File: config.mk
export PLATFORM = sky130hd
export DESIGN_NAME = ulpi_viewport
export DESIGN_NICKNAME = d
export VERILOG_FILES = /design/src/rtl/ulpi_vp_pkg.sv /design/src/rtl/ulpi_vp_regs.sv /design/src/rtl/ulpi_vp_engine.sv /design/src/rtl/ulpi_viewport.sv
export SDC_FILE = /design/constraint.sdc
export NUM_CORES = 1
export LEC_CHECK = 0
export ABC_AREA = 1
export BUFFER_PORTS_ARGS = -buffer_cell sky130_fd_sc_hd__buf_2
export CORE_ASPECT_RATIO = 0.5
export CORE_MARGIN = 2
export CORE_UTILIZATION = 45
export DETAILED_ROUTE_END_ITERATION = 8
export PLACE_DENSITY_LB_ADDON = 0.05
export SETUP_SLACK_MARGIN = 0.3
export SLEW_MARGIN = 30
export SYNTH_ARGS = -nofsm -noshare
export SYNTH_HDL_FRONTEND = slang
export SYNTH_SLANG_ARGS = --single-unit
File: constraint.sdc
create_clock -name clk -period 2.5 [get_ports clk]
set_input_delay 0.125 -clock clk [delete_from_list [all_inputs] [get_ports clk]]
set_output_delay 0.125 -clock clk [all_outputs]
set_load 0.05 [all_outputs]
File: src/rtl/ulpi_vp_pkg.sv
package ulpi_vp_pkg;
  localparam int WORD_W   = 32;
  localparam int BYTE_W   = 8;
  localparam int WU_BIT   = 31;
  localparam int RUN_BIT  = 30;
  localparam int RW_BIT   = 29;
  localparam int SYNC_BIT = 27;
  localparam int PORT_LSB = 24;
  localparam int PORT_W   = 3;
  localparam int ADDR_LSB = 16;
  localparam int RD_LSB   = 8;
  localparam int WD_LSB   = 0;
  localparam int REGA_W   = 6;

  localparam logic [1:0] TXCMD_WR = 2'b10;
  localparam logic [1:0] TXCMD_RD = 2'b11;

  typedef enum logic [2:0] {
    ST_IDLE, ST_CMD, ST_WDATA, ST_STP, ST_RWAIT, ST_RCAP, ST_RFALL, ST_WAKE
  } eng_state_t;
endpackage

File: src/rtl/ulpi_vp_regs.sv
module ulpi_vp_regs
  import ulpi_vp_pkg::*;
#(
  parameter int ADDR_W    = 12,
  parameter int VP_OFFSET = 'h170,
  parameter int NPORTS    = 2
) (
  input  logic                   clk,
  input  logic                   rst_n,
  input  logic                   if_enable,
  input  logic                   bus_wr,
  input  logic                   bus_rd,
  input  logic [ADDR_W-1:0]      bus_addr,
  input  logic [WORD_W-1:0]      bus_wdata,
  output logic [WORD_W-1:0]      bus_rdata,
  input  logic [NPORTS-1:0]      port_sync,
  input  logic                   eng_done,
  input  logic                   eng_cap,
  input  logic [BYTE_W-1:0]      cap_byte,
  output logic                   wu_q,
  output logic                   run_q,
  output logic                   rw_q,
  output logic [PORT_W-1:0]      port_q,
  output logic                   port_valid,
  output logic [BYTE_W-1:0]      addr_q,
  output logic [BYTE_W-1:0]      wd_q,
  output logic [BYTE_W-1:0]      rd_q
);
  localparam logic [ADDR_W-1:0] HIT_ADDR = ADDR_W'(VP_OFFSET);

  logic hit, busy, accept, sync_flag;
  logic wu_d, run_d, rw_d;
  logic [PORT_W-1:0] port_d;
  logic [BYTE_W-1:0] addr_d, wd_d, rd_d;
  logic cmd_en, cap_en;

  assign hit    = (bus_addr == HIT_ADDR);
  assign busy   = wu_q | run_q;
  assign accept = bus_wr & hit & ~busy;
  assign cmd_en = accept | eng_done;
  assign cap_en = eng_cap;

  always_comb begin
    wu_d   = wu_q;
    run_d  = run_q;
    rw_d   = rw_q;
    port_d = port_q;
    addr_d = addr_q;
    wd_d   = wd_q;
    rd_d   = rd_q;
    if (accept) begin
      wu_d   = bus_wdata[WU_BIT];
      run_d  = bus_wdata[RUN_BIT] & ~bus_wdata[WU_BIT];
      rw_d   = bus_wdata[RW_BIT];
      port_d = bus_wdata[PORT_LSB +: PORT_W];
      addr_d = bus_wdata[ADDR_LSB +: BYTE_W];
      wd_d   = bus_wdata[WD_LSB +: BYTE_W];
    end
    if (eng_done) begin
      wu_d  = 1'b0;
      run_d = 1'b0;
    end
    if (eng_cap) rd_d = cap_byte;
  end

  always_ff @(posedge clk or negedge rst_n) begin
    if (!rst_n) begin
      wu_q   <= 1'b0;
      run_q  <= 1'b0;
      rw_q   <= 1'b0;
      port_q <= '0;
      addr_q <= '0;
      wd_q   <= '0;
    end else if (cmd_en) begin
      wu_q   <= wu_d;
      run_q  <= run_d;
      rw_q   <= rw_d;
      port_q <= port_d;
      addr_q <= addr_d;
      wd_q   <= wd_d;
    end
  end

  always_ff @(posedge clk or negedge rst_n) begin
    if (!rst_n)      rd_q <= '0;
    else if (cap_en) rd_q <= rd_d;
  end

  always_comb begin
    sync_flag  = 1'b0;
    port_valid = 1'b0;
    for (int i = 0; i < NPORTS; i++) begin
      if (port_q == PORT_W'(i)) begin
        sync_flag  = port_sync[i];
        port_valid = 1'b1;
      end
    end
  end

  always_comb begin
    bus_rdata = '0;
    if (bus_rd && hit && if_enable) begin
      bus_rdata[WU_BIT]                 = wu_q;
      bus_rdata[RUN_BIT]                = run_q;
      bus_rdata[RW_BIT]                 = rw_q;
      bus_rdata[SYNC_BIT]               = sync_flag;
      bus_rdata[PORT_LSB +: PORT_W]     = port_q;
      bus_rdata[ADDR_LSB +: BYTE_W]     = addr_q;
      bus_rdata[RD_LSB +: BYTE_W]       = rd_q;
      bus_rdata[WD_LSB +: BYTE_W]       = wd_q;
    end
  end
endmodule

File: src/rtl/ulpi_vp_engine.sv
module ulpi_vp_engine
  import ulpi_vp_pkg::*;
(
  input  logic               clk,
  input  logic               rst_n,
  input  logic               wu_q,
  input  logic               run_q,
  input  logic               rw_q,
  input  logic               port_valid,
  input  logic [REGA_W-1:0]  reg_addr,
  input  logic [BYTE_W-1:0]  wr_byte,
  input  logic               ulpi_dir,
  input  logic               ulpi_nxt,
  output logic [BYTE_W-1:0]  ulpi_data_out,
  output logic               ulpi_data_oe,
  output logic               ulpi_stp,
  output logic               eng_done,
  output logic               eng_cap
);
  eng_state_t st_q, st_d;
  logic drive;
  logic [1:0] txcmd;

  assign txcmd = rw_q ? TXCMD_WR : TXCMD_RD;

  always_comb begin
    st_d          = st_q;
    drive         = 1'b0;
    ulpi_data_out = '0;
    ulpi_stp      = 1'b0;
    eng_done      = 1'b0;
    eng_cap       = 1'b0;
    case (st_q)
      ST_IDLE: begin
        if (wu_q)                st_d = ST_WAKE;
        else if (run_q) begin
          if (!port_valid)       eng_done = 1'b1;
          else if (!ulpi_dir)    st_d = ST_CMD;
        end
      end
      ST_CMD: begin
        drive         = 1'b1;
        ulpi_data_out = {txcmd, reg_addr};
        if (ulpi_dir)            st_d = ST_IDLE;
        else if (ulpi_nxt)       st_d = rw_q ? ST_WDATA : ST_RWAIT;
      end
      ST_WDATA: begin
        drive         = 1'b1;
        ulpi_data_out = wr_byte;
        st_d          = ulpi_dir ? ST_IDLE : ST_STP;
      end
      ST_STP: begin
        drive    = 1'b1;
        ulpi_stp = 1'b1;
        eng_done = 1'b1;
        st_d     = ST_IDLE;
      end
      ST_RWAIT: begin
        if (ulpi_dir)            st_d = ST_RCAP;
      end
      ST_RCAP: begin
        eng_cap = 1'b1;
        st_d    = ST_RFALL;
      end
      ST_RFALL: begin
        if (!ulpi_dir) begin
          eng_done = 1'b1;
          st_d     = ST_IDLE;
        end
      end
      ST_WAKE: begin
        ulpi_stp = 1'b1;
        if (!ulpi_dir) begin
          eng_done = 1'b1;
          st_d     = ST_IDLE;
        end
      end
      default: st_d = ST_IDLE;
    endcase
  end

  assign ulpi_data_oe = drive & ~ulpi_dir;

  always_ff @(posedge clk or negedge rst_n) begin
    if (!rst_n) st_q <= ST_IDLE;
    else        st_q <= st_d;
  end
endmodule

File: src/rtl/ulpi_viewport.sv
module ulpi_viewport
  import ulpi_vp_pkg::*;
#(
  parameter int ADDR_W    = 12,
  parameter int VP_OFFSET = 'h170,
  parameter int NPORTS    = 2,
  localparam int PSEL_W   = (NPORTS > 1) ? $clog2(NPORTS) : 1
) (
  input  logic               clk,
  input  logic               rst_n,
  input  logic               if_enable,
  input  logic               bus_wr,
  input  logic               bus_rd,
  input  logic [ADDR_W-1:0]  bus_addr,
  input  logic [31:0]        bus_wdata,
  output logic [31:0]        bus_rdata,
  input  logic [NPORTS-1:0]  port_sync,
  output logic [PSEL_W-1:0]  ulpi_port_sel,
  input  logic               ulpi_dir,
  input  logic               ulpi_nxt,
  input  logic [7:0]         ulpi_data_in,
  output logic [7:0]         ulpi_data_out,
  output logic               ulpi_data_oe,
  output logic               ulpi_stp
);
  logic rst_meta, rst_sync_n;
  logic wu_q, run_q, rw_q, port_valid, eng_done, eng_cap;
  logic [PORT_W-1:0] port_q;
  logic [BYTE_W-1:0] addr_q, wd_q, rd_q;

  always_ff @(posedge clk or negedge rst_n) begin
    if (!rst_n) begin
      rst_meta   <= 1'b0;
      rst_sync_n <= 1'b0;
    end else begin
      rst_meta   <= 1'b1;
      rst_sync_n <= rst_meta;
    end
  end

  ulpi_vp_regs #(
    .ADDR_W(ADDR_W), .VP_OFFSET(VP_OFFSET), .NPORTS(NPORTS)
  ) u_regs (
    .clk(clk), .rst_n(rst_sync_n), .if_enable(if_enable),
    .bus_wr(bus_wr), .bus_rd(bus_rd), .bus_addr(bus_addr),
    .bus_wdata(bus_wdata), .bus_rdata(bus_rdata), .port_sync(port_sync),
    .eng_done(eng_done), .eng_cap(eng_cap), .cap_byte(ulpi_data_in),
    .wu_q(wu_q), .run_q(run_q), .rw_q(rw_q), .port_q(port_q),
    .port_valid(port_valid), .addr_q(addr_q), .wd_q(wd_q), .rd_q(rd_q)
  );

  ulpi_vp_engine u_eng (
    .clk(clk), .rst_n(rst_sync_n), .wu_q(wu_q), .run_q(run_q), .rw_q(rw_q),
    .port_valid(port_valid), .reg_addr(addr_q[REGA_W-1:0]), .wr_byte(wd_q),
    .ulpi_dir(ulpi_dir), .ulpi_nxt(ulpi_nxt), .ulpi_data_out(ulpi_data_out),
    .ulpi_data_oe(ulpi_data_oe), .ulpi_stp(ulpi_stp),
    .eng_done(eng_done), .eng_cap(eng_cap)
  );

  assign ulpi_port_sel = port_q[PSEL_W-1:0];
endmodule

==> summary.md, run 1 <==
| Metric | Value |
|---|---|
| Via count of the first global-routing pass | `1851` |
| Data arrival time at the worst-slack endpoint | `1800 ps` |
| Area share of and/or/nand/nor cells after synthesis | `0.337` |
| Synthesized area | `1960 um2` |
| Number of antenna cells inserted | `0` |
| Clock Latency Late Sink | `280 ps` |
| Global Route Usage Sum | `0.210` |
| Synth Warn # | `0` |
| Worst slew slack as a fraction of its limit | `0.556` |
| Detailed Route Iter0 Violations | `70` |
| Footprint of the multi-input gates | `808 um2` |
| Hold Violations, Final | `0` |
| Maximum net fanout on the critical path | `8` |
| Clock power frac | `0.232` |
| Internal power | `1.02 mW` |
| CTS tree | `built` |
| Ratio of cells with drive above 1 in the final layout | `0.303` |
| Area of all sequential standard cells | `876 um2` |
| Maximum achievable frequency | `0.519 GHz` |
| Placed standard-cell area | `2390 um2` |
| CTS H-tree depth | `2` |
| Vias | `1979` |
| Worst-case clock buffer depth | `2` |
| PwrDens | `671 nW/um2` |
| Startpoint types | `register` |
| Combinational family with the most area after synthesis | `simple AND/OR/NAND/NOR gates` |
| Die Span X | `97.3 um` |
| Final std cell area, no fill | `2480 um2` |
| Pin count of the biggest net entering global routing | `34` |
| Number of buffers created by CTS | `5` |
| Seq pwr share | `0.431` |
| Average via count per standard cell | `4.78` |
| Placed cells | `405` |
| Number of filler cells placed in the layout | `397` |
| Shortest period the worst path allows | `1930 ps` |
| MaxCap Viol Count | `0` |
| First-pass GRT wire length | `8330 um` |
| Pwr Total | `1.67 mW` |
| VDD IR max | `440 uV` |
| Final total negative setup slack | `0 ps` |
| FF+latch count, synth | `35` |
| Drt pass-1 iters | `4` |
| Final number of setup-violating endpoints | `0` |
| Number of placement rows | `16` |
| Number of different library cells in the post-synthesis netlist | `24` |
| Per-instance average area after synthesis | `7.26 um2` |
| Delay contributed by the slowest stage of the critical path | `450 ps` |
| Cells after Synth | `270` |
| Hpwl dp | `3510 um` |
| Count of placed standard cells in the final layout, fillers left out | `414` |
| RD Place Congestion | `0.859` |
| Worst slew pin tran | `665 ps` |
| Buffers added on ports | `92` |
| Switching pwr | `647 uW` |
| Syn Nets | `331` |
| Crit path buffers/inverters | `2` |
| Post-synthesis adder-cell area fraction | `0` |
| Seq/Total Area, Yosys | `0.447` |
| Sum of overflow across all layers after global routing | `0` |
| Leakage dissipation | `1.41 nW` |
| Sort of element at the end of the critical path | `primary output` |
| Clock Skews | `3.41 ps` |
| Logic pwr share | `0.337` |
| Total of cells resized after clock tree synthesis | `0` |
| RSZ-0062 raised after global routing | `no` |
| Run status | `complete, no violations` |
| Master of the slowest instance on the critical path | `sky130_fd_sc_hd__dfrtp_1` |
| Number of nets still failing antenna checks after routing | `0` |
| Required time of the worst setup path | `2380 ps` |
| Clock sinks | `35` |
| Core ar. | `4040 um2` |
| Sum of routed wire length over all layers | `4770 um` |
| Setup Crit Path Kind | `register to primary output` |
| Die Y-Extent | `50.7 um` |
| Xor and xnor area share after synthesis | `0` |
| Cell chosen for the clock root | `sky130_fd_sc_hd__clkbuf_8` |
| Synthesized-area fraction occupied by ao, oa, aoi and oai cells | `0.0722` |
| Per-cell routed wire length | `11.5 um` |
| Critical path, cell by cell | `inv_1 -> nand3_1 -> o22ai_1 -> buf_2` |
| DRC | `0` |
| Hold Path Class | `input port to register` |
| Final max-slew violation count | `0` |
| Reg clk slew, reported paths | `70 ps` |
| Antenna violations before repair | `0` |
| Share of the clock period used by the worst path after layout | `0.771` |
| Final #Nets | `420` |
| CP delay by family, top | `buffers and inverters` |
| Switching share of power | `0.388` |
| Starting density of the core | `0.485` |
| Overall die area | `4930 um2` |
| Number of primary I/O pins | `104` |
| Proportion of synthesized area in mux cells | `0` |
| Signed area change from the synthesized netlist to the final layout | `26.8%` |
[sequential cells by signal, summed over array words and instances (netlist names)]
name,flops
rst_meta,1
u_regs.wd_q,8
rst_sync_n,1
u_regs.addr_q,8
u_eng.st_q,3
u_regs.wu_q,1
u_regs.rw_q,1
u_regs.port_q,3
u_regs.rd_q,8
u_regs.run_q,1
[logic make-up after synthesis]
| kind of cell | count (synthesis) |
|---|---|
| and+or+nand+nor | 151 |
| buffers and inverters | 57 |
| DFF | 35 |
| AOI/OAI and AO/OA | 25 |
| other | 2 |
[power groups by stage]
stage          Combinational, mW  Clock (mW)  Sequential, mW
6_report                   0.561       0.387           0.718
5_1_grt                    0.642       0.434           0.729
4_1_cts                    0.565       0.400           0.718
3_5_place_dp               0.561           0           0.729
3_3_place_gp               0.548           0           0.726
2_1_floorplan              0.452           0           0.699
[final cells by class]
type / count / area share
Timing Repair Buffer: 95 / 0.195
Clock buffer: 7 / 0.0307
Sequential cell: 35 / 0.353
Multi-Input combinational cell: 178 / 0.325
Tap cell: 54 / 0.0272
Inverter: 44 / 0.0665
Clock inverter: 1 / 0.00202
[cells in the mapped netlist (all sizes together)]
cell type | number | share of area
a21oi | 4 | 0.010
nand4 | 4 | 0.013
nor3b | 1 | 0.0064
conb | 2 | 0.0038
nor3 | 1 | 0.0026
o22ai | 7 | 0.022
nand3 | 30 | 0.083
a22oi | 1 | 0.0038
buf | 13 | 0.056
dfrtp | 35 | 0.45
o21bai | 1 | 0.0038
nand2 | 71 | 0.14
o21ai | 11 | 0.028
and2 | 1 | 0.0045
inv | 44 | 0.084
nor2 | 43 | 0.090
a21boi | 1 | 0.0038
[worst register-to-register path: stages (launching register included)]
cell,delay (ps)
sky130_fd_sc_hd__dfrtp_1,420
sky130_fd_sc_hd__nor3b_2,190
sky130_fd_sc_hd__buf_4,290
sky130_fd_sc_hd__nand2_1,470
sky130_fd_sc_hd__nand2_1,200
sky130_fd_sc_hd__nand2_1,60
[placed cells by master, fill, tap and decap left out, drive strengths merged]
master / n
conb: 2
nor3: 1
a21oi: 4
o21bai: 1
and2: 1
buf: 94
o22ai: 7
a21boi: 1
nand3: 30
o21ai: 11
dfrtp: 35
a22oi: 1
nor2: 43
clkbuf: 7
clkinv: 1
nor3b: 1
dlygate4sd3: 1
nand2: 71
inv: 44
nand4: 4
[repair_timing]
item                       4_1_cts  5_1_grt
setup endpoints to repair        0        0
hold buffers                     1        0
buffers inserted                 0        0
hold endpoints to repair         2        0
[path summary, 6_finish.rpt]
kind,startpoint,to,slack [ps],cells after the start
max in group asynchronous,rst_sync_n,u_eng.st_q[1],1930,1
hold reg to reg,rst_sync_n,u_regs.addr_q[3],260,1
min in group asynchronous,rst_n,rst_meta,160,2
setup / recovery,u_eng.st_q[0],ulpi_data_out[5],570,4
setup reg to reg,u_regs.wu_q,u_regs.addr_q[1],770,5
hold / removal,ulpi_data_in[7],u_regs.rd_q[7],70,3
[stage by stage]
step                hold WS [ps]  setup WS [ps]  utilization
finish                      68.0            571        0.614
global route                55.1            394        0.614
CTS                         61.0            581        0.614
detailed placement         -85.5            656        0.592
global placement           -87.2            717        0.592
floorplan                   -171            456            -
[layer usage]
metal | part of all wire | vias up | track usage
met3 | 0.064 | 4 | 0.0557
met5 | 0 | - | 0
met4 | 0.0044 | 0 | 0.0370
met1 | 0.47 | 907 | 0.268
li1 | - | 1008 | -
met2 | 0.46 | 60 | 0.369
(Power assumes the default switching activity.)
==> run 2, diff against run 1 <==
--- a/config.mk
+++ b/config.mk
@@ -5,11 +5,11 @@
 export SDC_FILE = /design/constraint.sdc
 export NUM_CORES = 1
 export LEC_CHECK = 0
-export ABC_AREA = 1
+export ABC_AREA = 0
 export BUFFER_PORTS_ARGS = -buffer_cell sky130_fd_sc_hd__buf_2
 export CORE_ASPECT_RATIO = 0.5
 export CORE_MARGIN = 2
-export CORE_UTILIZATION = 45
+export CORE_UTILIZATION = 41
 export DETAILED_ROUTE_END_ITERATION = 8
 export PLACE_DENSITY_LB_ADDON = 0.05
 export SETUP_SLACK_MARGIN = 0.3
==> constraint.sdc (replaced) <==
create_clock -name clk -period 1.6 [get_ports clk]
set_input_delay 0.08 -clock clk [delete_from_list [all_inputs] [get_ports clk]]
set_output_delay 0.08 -clock clk [all_outputs]
set_load 0.05 [all_outputs]
==> run 2 against run 1 <==
  * Synthesized area increased by 0.13%
  * Sequential cell count did not move
  * Critical endpoint is now bus_rdata[19]
  * The flow now finishes with violations (setup timing)
  * Worst hold slack got worse by 51 ps
  * Largest power group is now combinational logic
  * Largest cell class is now multi-input gates
==> summary.md, run 2 <==
| Metric | Value |
|---|---|
| Area share of the largest cell type after synthesis | `0.446` |
| Synthesized-area fraction occupied by ao, oa, aoi and oai cells | `0.0765` |
| Switching pwr | `1.37 mW` |
| Internal power | `2.30 mW` |
| Placed standard-cell area | `2770 um2` |
| Average via count per standard cell | `5.11` |
| Hpwl dp | `3520 um` |
| Delay contributed by the slowest stage of the critical path | `550 ps` |
| Count of flip-flops with a built-in enable after synthesis | `0` |
| Overall die area | `5390 um2` |
| Syn Nets | `237` |
| Data arrival time at the worst-slack endpoint | `1720 ps` |
| PwrDens | `975 nW/um2` |
| Final std cell area, no fill | `3760 um2` |
| Leakage dissipation | `1.83 nW` |
| Seq/Total Area, Yosys | `0.446` |
| Maximum achievable frequency | `0.555 GHz` |
| Drt pass-1 iters | `4` |
| Seq pwr share | `0.314` |
| Commonest cells in the netlist | `35 x sky130_fd_sc_hd__dfrtp_1, 31 x sky130_fd_sc_hd__and2_1, 20 x sky130_fd_sc_hd__mux2_4, 16 x sky130_fd_sc_hd__nor2_1, 10 x sky130_fd_sc_hd__mux2_2` |
| Setup Crit Path Kind | `input port to primary output` |
| CTS tree | `built` |
| RD Place Congestion | `0.744` |
| Final total negative setup slack | `-8310 ps` |
| Startpoint types | `input port` |
| Async S/R FF share, synth | `1.00` |
| Post-synthesis adder-cell area fraction | `0` |
| Pin count of the biggest net entering global routing | `34` |
| Core ar. | `4510 um2` |
| MaxCap Viol Count | `0` |
| Final number of setup-violating endpoints | `60` |
| Shortest period the worst path allows | `1800 ps` |
| Number of placement rows | `17` |
| Worst-case clock buffer depth | `2` |
| Cells after Synth | `176` |
| CTS H-tree depth | `2` |
| Hold Violations, Final | `0` |
| Clock power frac | `0.181` |
| Cell chosen for the clock root | `sky130_fd_sc_hd__clkbuf_8` |
| Top post-synthesis cells by area | `sky130_fd_sc_hd__dfrtp_1 45%, sky130_fd_sc_hd__mux2_4 15%, sky130_fd_sc_hd__and2_1 9.9%, sky130_fd_sc_hd__mux2_2 5.7%, sky130_fd_sc_hd__a22oi_1 3.1%` |
| Worst-case setup slack after placement | `-329 ps` |
| Post-synth top area cell | `sky130_fd_sc_hd__dfrtp_1` |
| Synthesized area | `1960 um2` |
| Starting density of the core | `0.435` |
| Combinational family with the most area after synthesis | `simple AND/OR/NAND/NOR gates` |
| Xor and xnor area share after synthesis | `0` |
| CP delay by family, top | `simple AND/OR/NAND/NOR gates` |
| DRC | `0` |
| Number of primary I/O pins | `104` |
| Final max-slew violation count | `0` |
| FF+latch count, synth | `35` |
| Clock Skews | `4.57 ps` |
| Most common library cell in the layout ignoring fill and taps | `sky130_fd_sc_hd__buf_2` |
| Final #Nets | `362` |
| VDD IR max | `584 uV` |
| Per-cell routed wire length | `18.7 um` |
| First-pass GRT wire length | `8910 um` |
| Per-instance average area after synthesis | `11.1 um2` |
| Proportion of synthesized area in mux cells | `0.210` |
| Minimum hold slack | `16.9 ps` |
| Commonest cells after routing, fill and taps aside | `50 x sky130_fd_sc_hd__buf_2, 40 x sky130_fd_sc_hd__buf_8, 33 x sky130_fd_sc_hd__dfrtp_1` |
| Number of different library cells in the post-synthesis netlist | `36` |
| Critical path, cell by cell | `buf_6 -> or4_4 -> nor4_4 -> and4_4 -> clkbuf_16 -> and2_4 -> buf_8` |
| Crit path buffers/inverters | `3` |
| Maximum net fanout on the critical path | `14` |
| Ratio of cells with drive above 1 in the final layout | `0.788` |
| Sum of overflow across all layers after global routing | `0` |
| Number of buffers created by CTS | `5` |
| Number of antenna cells inserted | `0` |
| Die Y-Extent | `52.9 um` |
| Share of the clock period used by the worst path after layout | `1.13` |
| Signed area change from the synthesized netlist to the final layout | `91.6%` |
| Reg clk slew, reported paths | `80 ps` |
| Clock sinks | `35` |
| Violated checks | `setup timing` |
| Global Route Usage Sum | `0.218` |
| Top flop regs | `u_regs.addr_q x8, u_regs.rd_q x8, u_regs.wd_q x8` |
| Die Span X | `102 um` |
| Hold Path Class | `input port to register` |
| Buffers added on ports | `92` |
| RSZ-0062 raised after global routing | `yes` |
| Switching share of power | `0.373` |
| Number of nets still failing antenna checks after routing | `0` |
| Detailed Route Iter0 Violations | `63` |
| Run status | `finished with violations` |
| Smallest setup slack after layout | `-203 ps` |
| Required time of the worst setup path | `1520 ps` |
| Sort of element at the end of the critical path | `primary output` |
| Logic pwr share | `0.505` |
| Top flip-flop cell by instance count after synthesis | `sky130_fd_sc_hd__dfrtp_1` |
| Synth Warn # | `0` |
| Vias | `1882` |
| Via count of the first global-routing pass | `1897` |
| Master of the slowest instance on the critical path | `sky130_fd_sc_hd__or4_4` |
| Clock Latency Late Sink | `290 ps` |
| Sum of routed wire length over all layers | `6890 um` |
| Area share of and/or/nand/nor cells after synthesis | `0.224` |
| Top-count cell post-synth | `sky130_fd_sc_hd__dfrtp_1` |
| Antenna violations before repair | `0` |
[run 2: layer usage]
| layer | GRT usage | vias up | share of wire |
|---|---|---|---|
| li1 | - | 864 | - |
| met1 | 0.261 | 925 | 0.42 |
| met2 | 0.402 | 83 | 0.51 |
| met3 | 0.0647 | 10 | 0.061 |
| met4 | 0.0333 | 0 | 0.011 |
| met5 | 0 | - | 0 |
[run 2: worst paths after layout]
kind / cells after the start / from / slack [ps] / to
setup reg to reg: 3 / u_eng.st_q[0] / -60 / u_eng.st_q[0]
min in group asynchronous: 2 / rst_n / 90 / rst_meta
hold / removal: 2 / bus_wdata[21] / 20 / u_regs.addr_q[5]
hold reg to reg: 1 / rst_sync_n / 270 / u_eng.st_q[2]
setup / recovery: 7 / bus_addr[1] / -200 / bus_rdata[19]
max in group asynchronous: 1 / rst_sync_n / 990 / u_eng.st_q[0]
[run 2: cell type report]
class,instances,area [um2]
flip-flops and latches,35,878
fillers,239,749
inverters,2,7.51
clock inverters,2,12.5
clock buffers,6,72.6
multi-input cells,129,1420
well taps,66,82.6
repair buffers,128,1290
[run 2: metrics by stage]
step | total power [mW] | util | instances
floorplan | 1.92 | - | 176
global placement | 2.13 | 0.615 | 336
global route | 3.82 | 0.834 | 368
CTS | 3.31 | 0.776 | 355
detailed placement | 2.16 | 0.615 | 336
finish | 3.66 | 0.834 | 368
[run 2: cell families (layout without fill, tap and decap cells)]
family / after synthesis / count (layout)
and+or+nand+nor: 73 / 75
DFF: 35 / 35
muxes: 30 / 30
AOI/OAI and AO/OA: 22 / 22
buffers and inverters: 14 / 138
other: 2 / 2
[run 2: what timing repair did]
action | 4_1_cts | 5_1_grt
gates cloned | 2 | 4
setup buffers | 8 | 9
setup endpoints to repair | 74 | 74
resized for setup | 160 | 24
hold buffers | 1 | 0
endpoints found under the hold margin | 2 | 0
pin swaps | 13 | 21
[run 2: power groups by stage]
stage	combinational [mW]	sequential, mW	clock (mW)
4_1_cts	1.51	1.14	0.659
3_5_place_dp	1.04	1.12	0
2_1_floorplan	0.811	1.11	0
6_report	1.85	1.15	0.664
5_1_grt	1.94	1.17	0.706
3_3_place_gp	1.02	1.11	0
